### config.mk
export PLATFORM = sky130hd
export DESIGN_NAME = mm_active_seq
export DESIGN_NICKNAME = d
export VERILOG_FILES = /design/src/rtl/mm_seq_pkg.sv /design/src/rtl/mm_seq_ctrl.sv /design/src/rtl/mm_span_counter.sv /design/src/rtl/mm_active_seq.sv
export SDC_FILE = /design/constraint.sdc
export NUM_CORES = 1
export LEC_CHECK = 0
export ABC_AREA = 1
export BUFFER_PORTS_ARGS = -buffer_cell sky130_fd_sc_hd__buf_2
export CAP_MARGIN = 5
export CORE_MARGIN = 5
export CORE_UTILIZATION = 51
export CTS_CLUSTER_SIZE = 30
export DETAILED_ROUTE_END_ITERATION = 8
export PLACE_DENSITY = 0.75
export SLEW_MARGIN = 40
export SYNTH_ARGS = -nofsm -noshare
export SYNTH_HDL_FRONTEND = slang
export SYNTH_HIERARCHICAL = 1
export SYNTH_SLANG_ARGS = --single-unit
### constraint.sdc
create_clock -name clk -period 1.5 [get_ports clk]
set_input_delay 0.375 -clock clk [delete_from_list [all_inputs] [get_ports clk]]
set_output_delay 0.375 -clock clk [all_outputs]
set_load 0.1 [all_outputs]
### src/rtl/mm_seq_pkg.sv
package mm_seq_pkg;

  typedef enum logic [2:0] {
    ST_IDLE    = 3'd0,
    ST_DRAIN   = 3'd1,
    ST_SAVE    = 3'd2,
    ST_HANDLER = 3'd3,
    ST_RESTORE = 3'd4
  } seqState_t;

  typedef struct packed {
    logic clrEntry;
    logic incEntry;
    logic latchEntry;
    logic clrExit;
    logic incExit;
    logic latchExit;
  } spanStrobes_t;

endpackage

### src/rtl/mm_seq_ctrl.sv
module mm_seq_ctrl
  import mm_seq_pkg::*;
(
  input  logic         clk,
  input  logic         rstN,
  input  logic         takeReq,
  input  logic         wbEmpty,
  input  logic         firstSaveWr,
  input  logic         saveDone,
  input  logic         resumeReq,
  input  logic         lastRestoreRd,
  input  logic         holdReq,
  output logic         mmActive,
  output logic         saveGo,
  output logic         orderErr,
  output spanStrobes_t strobes
);

  seqState_t state, stateNext;

  always_comb begin
    stateNext = state;
    unique case (state)
      ST_IDLE:    if (takeReq)       stateNext = ST_DRAIN;
      ST_DRAIN:   if (wbEmpty)       stateNext = ST_SAVE;
      ST_SAVE:    if (saveDone)      stateNext = ST_HANDLER;
      ST_HANDLER: if (resumeReq)     stateNext = ST_RESTORE;
      ST_RESTORE: if (lastRestoreRd) stateNext = ST_IDLE;
      default:                       stateNext = ST_IDLE;
    endcase
  end

  always_ff @(posedge clk) begin
    if (!rstN) begin
      state    <= ST_IDLE;
      mmActive <= 1'b0;
      saveGo   <= 1'b0;
      orderErr <= 1'b0;
    end else begin
      state    <= stateNext;
      mmActive <= (stateNext == ST_SAVE) || (stateNext == ST_HANDLER) ||
                  (stateNext == ST_RESTORE);
      saveGo   <= (state == ST_DRAIN) && wbEmpty;
      if (firstSaveWr && !mmActive) orderErr <= 1'b1;
    end
  end

  always_comb begin
    strobes            = '0;
    strobes.clrEntry   = (state == ST_IDLE) && takeReq;
    strobes.incEntry   = (state == ST_DRAIN) || (state == ST_SAVE);
    strobes.latchEntry = (state == ST_SAVE) && saveDone;
    strobes.clrExit    = (state == ST_HANDLER) && resumeReq;
    strobes.incExit    = (state == ST_RESTORE);
    strobes.latchExit  = (state == ST_RESTORE) && lastRestoreRd;
  end


  drain_quiet_chk: assert property (@(posedge clk) disable iff (!rstN)
    (state == ST_DRAIN && !wbEmpty) |=> !mmActive);


  go_with_active_chk: assert property (@(posedge clk) disable iff (!rstN)
    saveGo |-> mmActive);


  go_single_chk: assert property (@(posedge clk) disable iff (!rstN)
    saveGo |=> !saveGo);


  rise_needs_go_chk: assert property (@(posedge clk) disable iff (!rstN)
    $rose(mmActive) |-> saveGo);


  fall_after_restore_chk: assert property (@(posedge clk) disable iff (!rstN)
    $fell(mmActive) |-> $past(lastRestoreRd));


  hold_no_effect_chk: assert property (@(posedge clk) disable iff (!rstN)
    (holdReq && mmActive && !lastRestoreRd) |=> mmActive);


  take_ignored_chk: assert property (@(posedge clk) disable iff (!rstN)
    (state == ST_HANDLER && takeReq && !resumeReq) |=> state == ST_HANDLER);


  order_sticky_chk: assert property (@(posedge clk) disable iff (!rstN)
    orderErr |=> orderErr);

endmodule

### src/rtl/mm_span_counter.sv
module mm_span_counter #(
  parameter int CNT_W   = 12,
  parameter int MIN_LEN = 161
) (
  input  logic             clk,
  input  logic             rstN,
  input  logic             clr,
  input  logic             inc,
  input  logic             latch,
  output logic [CNT_W-1:0] result,
  output logic             short
);

  localparam logic [CNT_W-1:0] CNT_MAX = {CNT_W{1'b1}};
  localparam logic [CNT_W-1:0] MIN_C   = CNT_W'(MIN_LEN);

  logic [CNT_W-1:0] cnt;
  logic [CNT_W-1:0] cntPlus;

  assign cntPlus = (cnt == CNT_MAX) ? CNT_MAX : cnt + 1'b1;

  always_ff @(posedge clk) begin
    if (!rstN) begin
      cnt    <= '0;
      result <= '0;
      short  <= 1'b0;
    end else begin
      if (clr)      cnt <= '0;
      else if (inc) cnt <= cntPlus;
      if (latch) begin
        result <= cntPlus;
        short  <= cntPlus < MIN_C;
      end
    end
  end


  hold_result_chk: assert property (@(posedge clk) disable iff (!rstN)
    !latch |=> $stable(result) && $stable(short));


  nonzero_latch_chk: assert property (@(posedge clk) disable iff (!rstN)
    latch |=> result != '0);

endmodule

### src/rtl/mm_active_seq.sv
module mm_active_seq
  import mm_seq_pkg::*;
#(
  parameter int CNT_W     = 12,
  parameter int ENTRY_MIN = 161,
  parameter int EXIT_MIN  = 258
) (
  input  logic             clk,
  input  logic             rstN,
  input  logic             takeReq,
  input  logic             wbEmpty,
  input  logic             firstSaveWr,
  input  logic             saveDone,
  input  logic             resumeReq,
  input  logic             lastRestoreRd,
  input  logic             holdReq,
  output logic             mmActive,
  output logic             saveGo,
  output logic             orderErr,
  output logic             entryShort,
  output logic             exitShort,
  output logic [CNT_W-1:0] entryCycles,
  output logic [CNT_W-1:0] exitCycles
);

  localparam int NUM_SPANS = 2;

  spanStrobes_t strobes;
  logic [NUM_SPANS-1:0] spanClr, spanInc, spanLatch, spanShort;
  logic [CNT_W-1:0]     spanResult [NUM_SPANS];

  mm_seq_ctrl u_ctrl (
    .clk(clk), .rstN(rstN), .takeReq(takeReq), .wbEmpty(wbEmpty),
    .firstSaveWr(firstSaveWr), .saveDone(saveDone), .resumeReq(resumeReq),
    .lastRestoreRd(lastRestoreRd), .holdReq(holdReq), .mmActive(mmActive),
    .saveGo(saveGo), .orderErr(orderErr), .strobes(strobes)
  );

  assign spanClr   = {strobes.clrExit,   strobes.clrEntry};
  assign spanInc   = {strobes.incExit,   strobes.incEntry};
  assign spanLatch = {strobes.latchExit, strobes.latchEntry};

  for (genvar g = 0; g < NUM_SPANS; g++) begin : g_span
    localparam int LIMIT = (g == 0) ? ENTRY_MIN : EXIT_MIN;
    mm_span_counter #(.CNT_W(CNT_W), .MIN_LEN(LIMIT)) u_cnt (
      .clk(clk), .rstN(rstN), .clr(spanClr[g]), .inc(spanInc[g]),
      .latch(spanLatch[g]), .result(spanResult[g]), .short(spanShort[g])
    );
  end

  assign entryCycles = spanResult[0];
  assign exitCycles  = spanResult[1];
  assign entryShort  = spanShort[0];
  assign exitShort   = spanShort[1];

endmodule

==> flow_metrics.env <==
export IMPL_holdPathEnd="u_ctrl/orderErr$_SDFFE_PN0P_"
export IMPL_clock_fmax_mhz=688
export IMPL_yosys_warnings=6
export IMPL_cts_tree="yes"
export IMPL_cts_htree_levels=2
export IMPL_clock_power_share_pct=28.6
export IMPL_outcome="finished clean"
export IMPL_cts_sinks=56
export IMPL_syn_nets=449
export IMPL_cp_arrival_ns=1.08
export IMPL_core_area_mm2=0.00554
export IMPL_n_fill_cell=466
export IMPL_p_int_mw=2.13
export IMPL_setup_viol=0
export IMPL_period_share_pct=96.9
export IMPL_r2r_start="g_span[0].u_cnt/cnt[1]$_SDFFE_PP0P_"
export IMPL_num_io_pins=38
export IMPL_place_ws_ns=-0.0611
export IMPL_grtUsageTotal_pct=19.4
export IMPL_final_common_cell="nand2_1"
export IMPL_ys_seq_area_share_pct=38.2
export IMPL_dieArea_mm2=0.00738
export IMPL_worstSetupPathType="flop to primary output"
export IMPL_synth_compound_area_share_pct=16.4
export IMPL_ff_latch_area_mm2=0.00113
export IMPL_reg2reg_slack_ns=0.05
export IMPL_muxShareOfSynthArea_pct=0
export IMPL_totalNegativeSetupSlack_ns=0
export IMPL_firstDrtPassIters=4
export IMPL_clk_latency_ns=0.31
export IMPL_num_vias=2942
export IMPL_via_per_inst=5.07
export IMPL_p_leak_nw=1.90
export IMPL_relSlewSlack_pct=67.3
export IMPL_std_cell_rows=27
export IMPL_cts_root_buffer="clkbuf_8"
export IMPL_critPathLaunchType="flop"
export IMPL_wl_per_cell_um=12.5
export IMPL_period_needed_ns=1.45
export IMPL_cp_end_kind="primary output"
export IMPL_setup_ws_ns=0.0463
export IMPL_yosys_area_share_adder_pct=0.852
export IMPL_drive_above_1_share_pct=28.1
export IMPL_syn_area_mm2=0.00294
export IMPL_die_w_um=85.9
export IMPL_syn_to_final_growth_pct=26.8
export IMPL_cp_max_fo=2
export IMPL_path_cells="buf_2"
export IMPL_synth_simple_gate_area_share_pct=31.9
export IMPL_grt_pass1_vias=2714
export IMPL_cts_buffers=5
export IMPL_postRouteAntennaNets=0
export IMPL_rr_worst_depth=11
export IMPL_multi_input_area_mm2=0.00163
export IMPL_slowest_stage="buf_2"
export IMPL_reg2reg_to="g_span[0].u_cnt/short$_SDFFE_PN0P_"
export IMPL_cts_buffer_depth=2
export IMPL_maxCapViolations=0
export IMPL_hold_class="input port to flop"
export IMPL_drt_iter0_drc=165
export IMPL_drcViolationCount=0
export IMPL_hold_viol=0
export IMPL_diodes=0
export IMPL_grt_first_pass_wirelength_um=11800
export IMPL_antenna_found_initial=0
export IMPL_grt_max_degree=16
export IMPL_power_frac_seq_pct=52.3
export IMPL_vdd_ir_drop_worst_mv=0.426
export IMPL_hpwl_um=5150
export IMPL_crit_required_ns=1.12
export IMPL_die_y_um=85.9
export IMPL_wl_um=7250
export IMPL_initial_core_util_pct=53.0
export IMPL_path_clk_slew_ns=0.09
export IMPL_grt_ovfl_total=0
export IMPL_powerDensity_mw_per_mm2=825
export IMPL_switching_share_pct=30.5
export IMPL_critPathTopFamily="buffers and inverters"
export IMPL_fin_nets=519
export IMPL_synth_top_family_by_area="simple AND/OR/NAND/NOR gates"
export IMPL_hp_start="firstSaveWr"
export IMPL_yosysUniqueCellTypes=33
export IMPL_hold_depth=3
export IMPL_worst_pin_slew_ns=0.493
export IMPL_final_cell_mix="nand2_1, inv_1, nor2_1"
export IMPL_comb_power_share_pct=19.1
export IMPL_ys_seq_elements=56
export IMPL_switchingPower_uw=937
export IMPL_clock_skew_ns=0.0137
export IMPL_synthCells=438
export IMPL_worst_path_buf_inv=1
export IMPL_rsz0062_at_grt="true"
export IMPL_routabilityCongestion=0.867
export IMPL_synth_xor_area_share_pct=1.49
export IMPL_slowest_delay_ns=0.43
export IMPL_slew_violations=0
export IMPL_avgSynthCellArea_um2=6.70
export IMPL_port_buffers=36
==> synth_stat cells <==
library cell,instances,area (µm²)
a21o_1,2,15.0
a21oi_1,26,130
a21oi_2,2,17.5
buf_2,1,5.00
clkbuf_1,6,22.5
clkinv_1,1,3.75
dfxtp_1,56,1120
ha_1,2,25.0
inv_1,72,270
inv_2,7,26.3
nand2_1,79,297
nand2_2,7,43.8
nand3_1,14,70.1
nand3_2,5,50.1
nand3_4,2,35.0
nand3b_1,1,7.51
nand4_1,5,31.3
nand4_2,1,12.5
nor2_1,68,255
nor2_2,7,43.8
nor2_4,4,45.0
nor3_1,1,5.00
nor3_2,1,10.0
o211ai_1,8,60.1
o21a_1,1,7.51
o21ai_0,30,150
o21ai_1,17,85.1
o21ai_2,1,8.76
o21bai_1,1,7.51
or2_1,4,25.0
or2_2,1,6.26
xnor2_1,1,8.76
xor2_1,4,35.0
==> power by group through the flow <==
| stage | combinational (mW) | clock [mW] | sequential, mW |
|---|---|---|---|
| 4_1_cts | 0.552 | 0.906 | 1.60 |
| 3_3_place_gp | 0.532 | 0 | 1.63 |
| 5_1_grt | 0.641 | 0.977 | 1.62 |
| 6_report | 0.587 | 0.877 | 1.61 |
| 2_1_floorplan | 0.242 | 0 | 1.78 |
| 3_5_place_dp | 0.546 | 0 | 1.63 |
==> through the flow <==
stage               cells  util (%)  cell area [µm²]  power [mW]  hold slack (ns)
CTS                   573      63.8             3540        3.06            0.324
finish                580      67.2             3720        3.07            0.334
detailed placement    564      60.9             3370        2.17            0.467
global route          580      67.2             3720        3.23            0.361
floorplan             438         -             2940        2.02            0.491
global placement      564      60.9             3370        2.16            0.451
==> cells by family (layout without fill, tap and decap cells) <==
group,after synthesis,after routing
and+or+nand+nor,200,200
AOI/OAI and AO/OA,88,88
buffers and inverters,87,157
DFF,56,56
xor gates and xnor gates,5,5
adders and majority gates,2,2
==> worst max path at each step <==
stage	from	to	slack (ns)	cells past startpoint
finish	g_span[0].u_cnt/result[1]$_SDFFE_PN0P_	entryCycles[1]	0.05	1
global route	g_span[0].u_cnt/cnt[1]$_SDFFE_PP0P_	g_span[0].u_cnt/short$_SDFFE_PN0P_	-0.11	11
CTS	g_span[0].u_cnt/cnt[2]$_SDFFE_PP0P_	g_span[0].u_cnt/short$_SDFFE_PN0P_	0.007	10
detailed placement	g_span[0].u_cnt/cnt[0]$_SDFFE_PP0P_	g_span[0].u_cnt/short$_SDFFE_PN0P_	-0.06	11
global placement	g_span[0].u_cnt/cnt[0]$_SDFFE_PP0P_	g_span[0].u_cnt/short$_SDFFE_PN0P_	-0.02	9
floorplan	g_span[0].u_cnt/cnt[0]$_SDFFE_PP0P_	g_span[0].u_cnt/short$_SDFFE_PN0P_	0.03	9
==> layout make-up <==
cell class                      count  share of cell area [%]
Multi-Input combinational cell    295                    43.9
Sequential cell                    56                    30.5
Timing Repair Buffer               69                    12.3
Inverter                           80                    8.17
Clock buffer                        7                    2.59
Tap cell                           72                    2.42
Timing Repair inverter              1                   0.202
==> routing by layer <==
metal  global-route usage [%]  share of wire (%)  up-vias
met5                        0                  0        -
met4                     5.90                1.7        0
met3                     3.36                3.6       14
met2                     36.5                 53       62
met1                     22.0                 42     1345
li1                         -                  -     1521
==> state kept, by name, indices dropped and copies added, names as in the netlist <==
name,count
g_span.u_cnt/cnt,24
g_span.u_cnt/result,24
g_span.u_cnt/short,2
u_ctrl/mmActive,1
u_ctrl/orderErr,1
u_ctrl/saveGo,1
u_ctrl/state,3
==> timing repair <==
item,4_1_cts,5_1_grt
pin swaps,7,8
setup buffers,2,6
setup endpoints to repair,7,31
hold buffers,0,0
cloned,0,1
gates resized for setup,14,42
endpoints found under the hold margin,0,0
==> worst min-delay path, cell delays in order <==
cell and delay (ns):
buf_2 0.08, a21oi_1 0.06, nor2_1 0.09
Power figures use the tool's default switching activity.
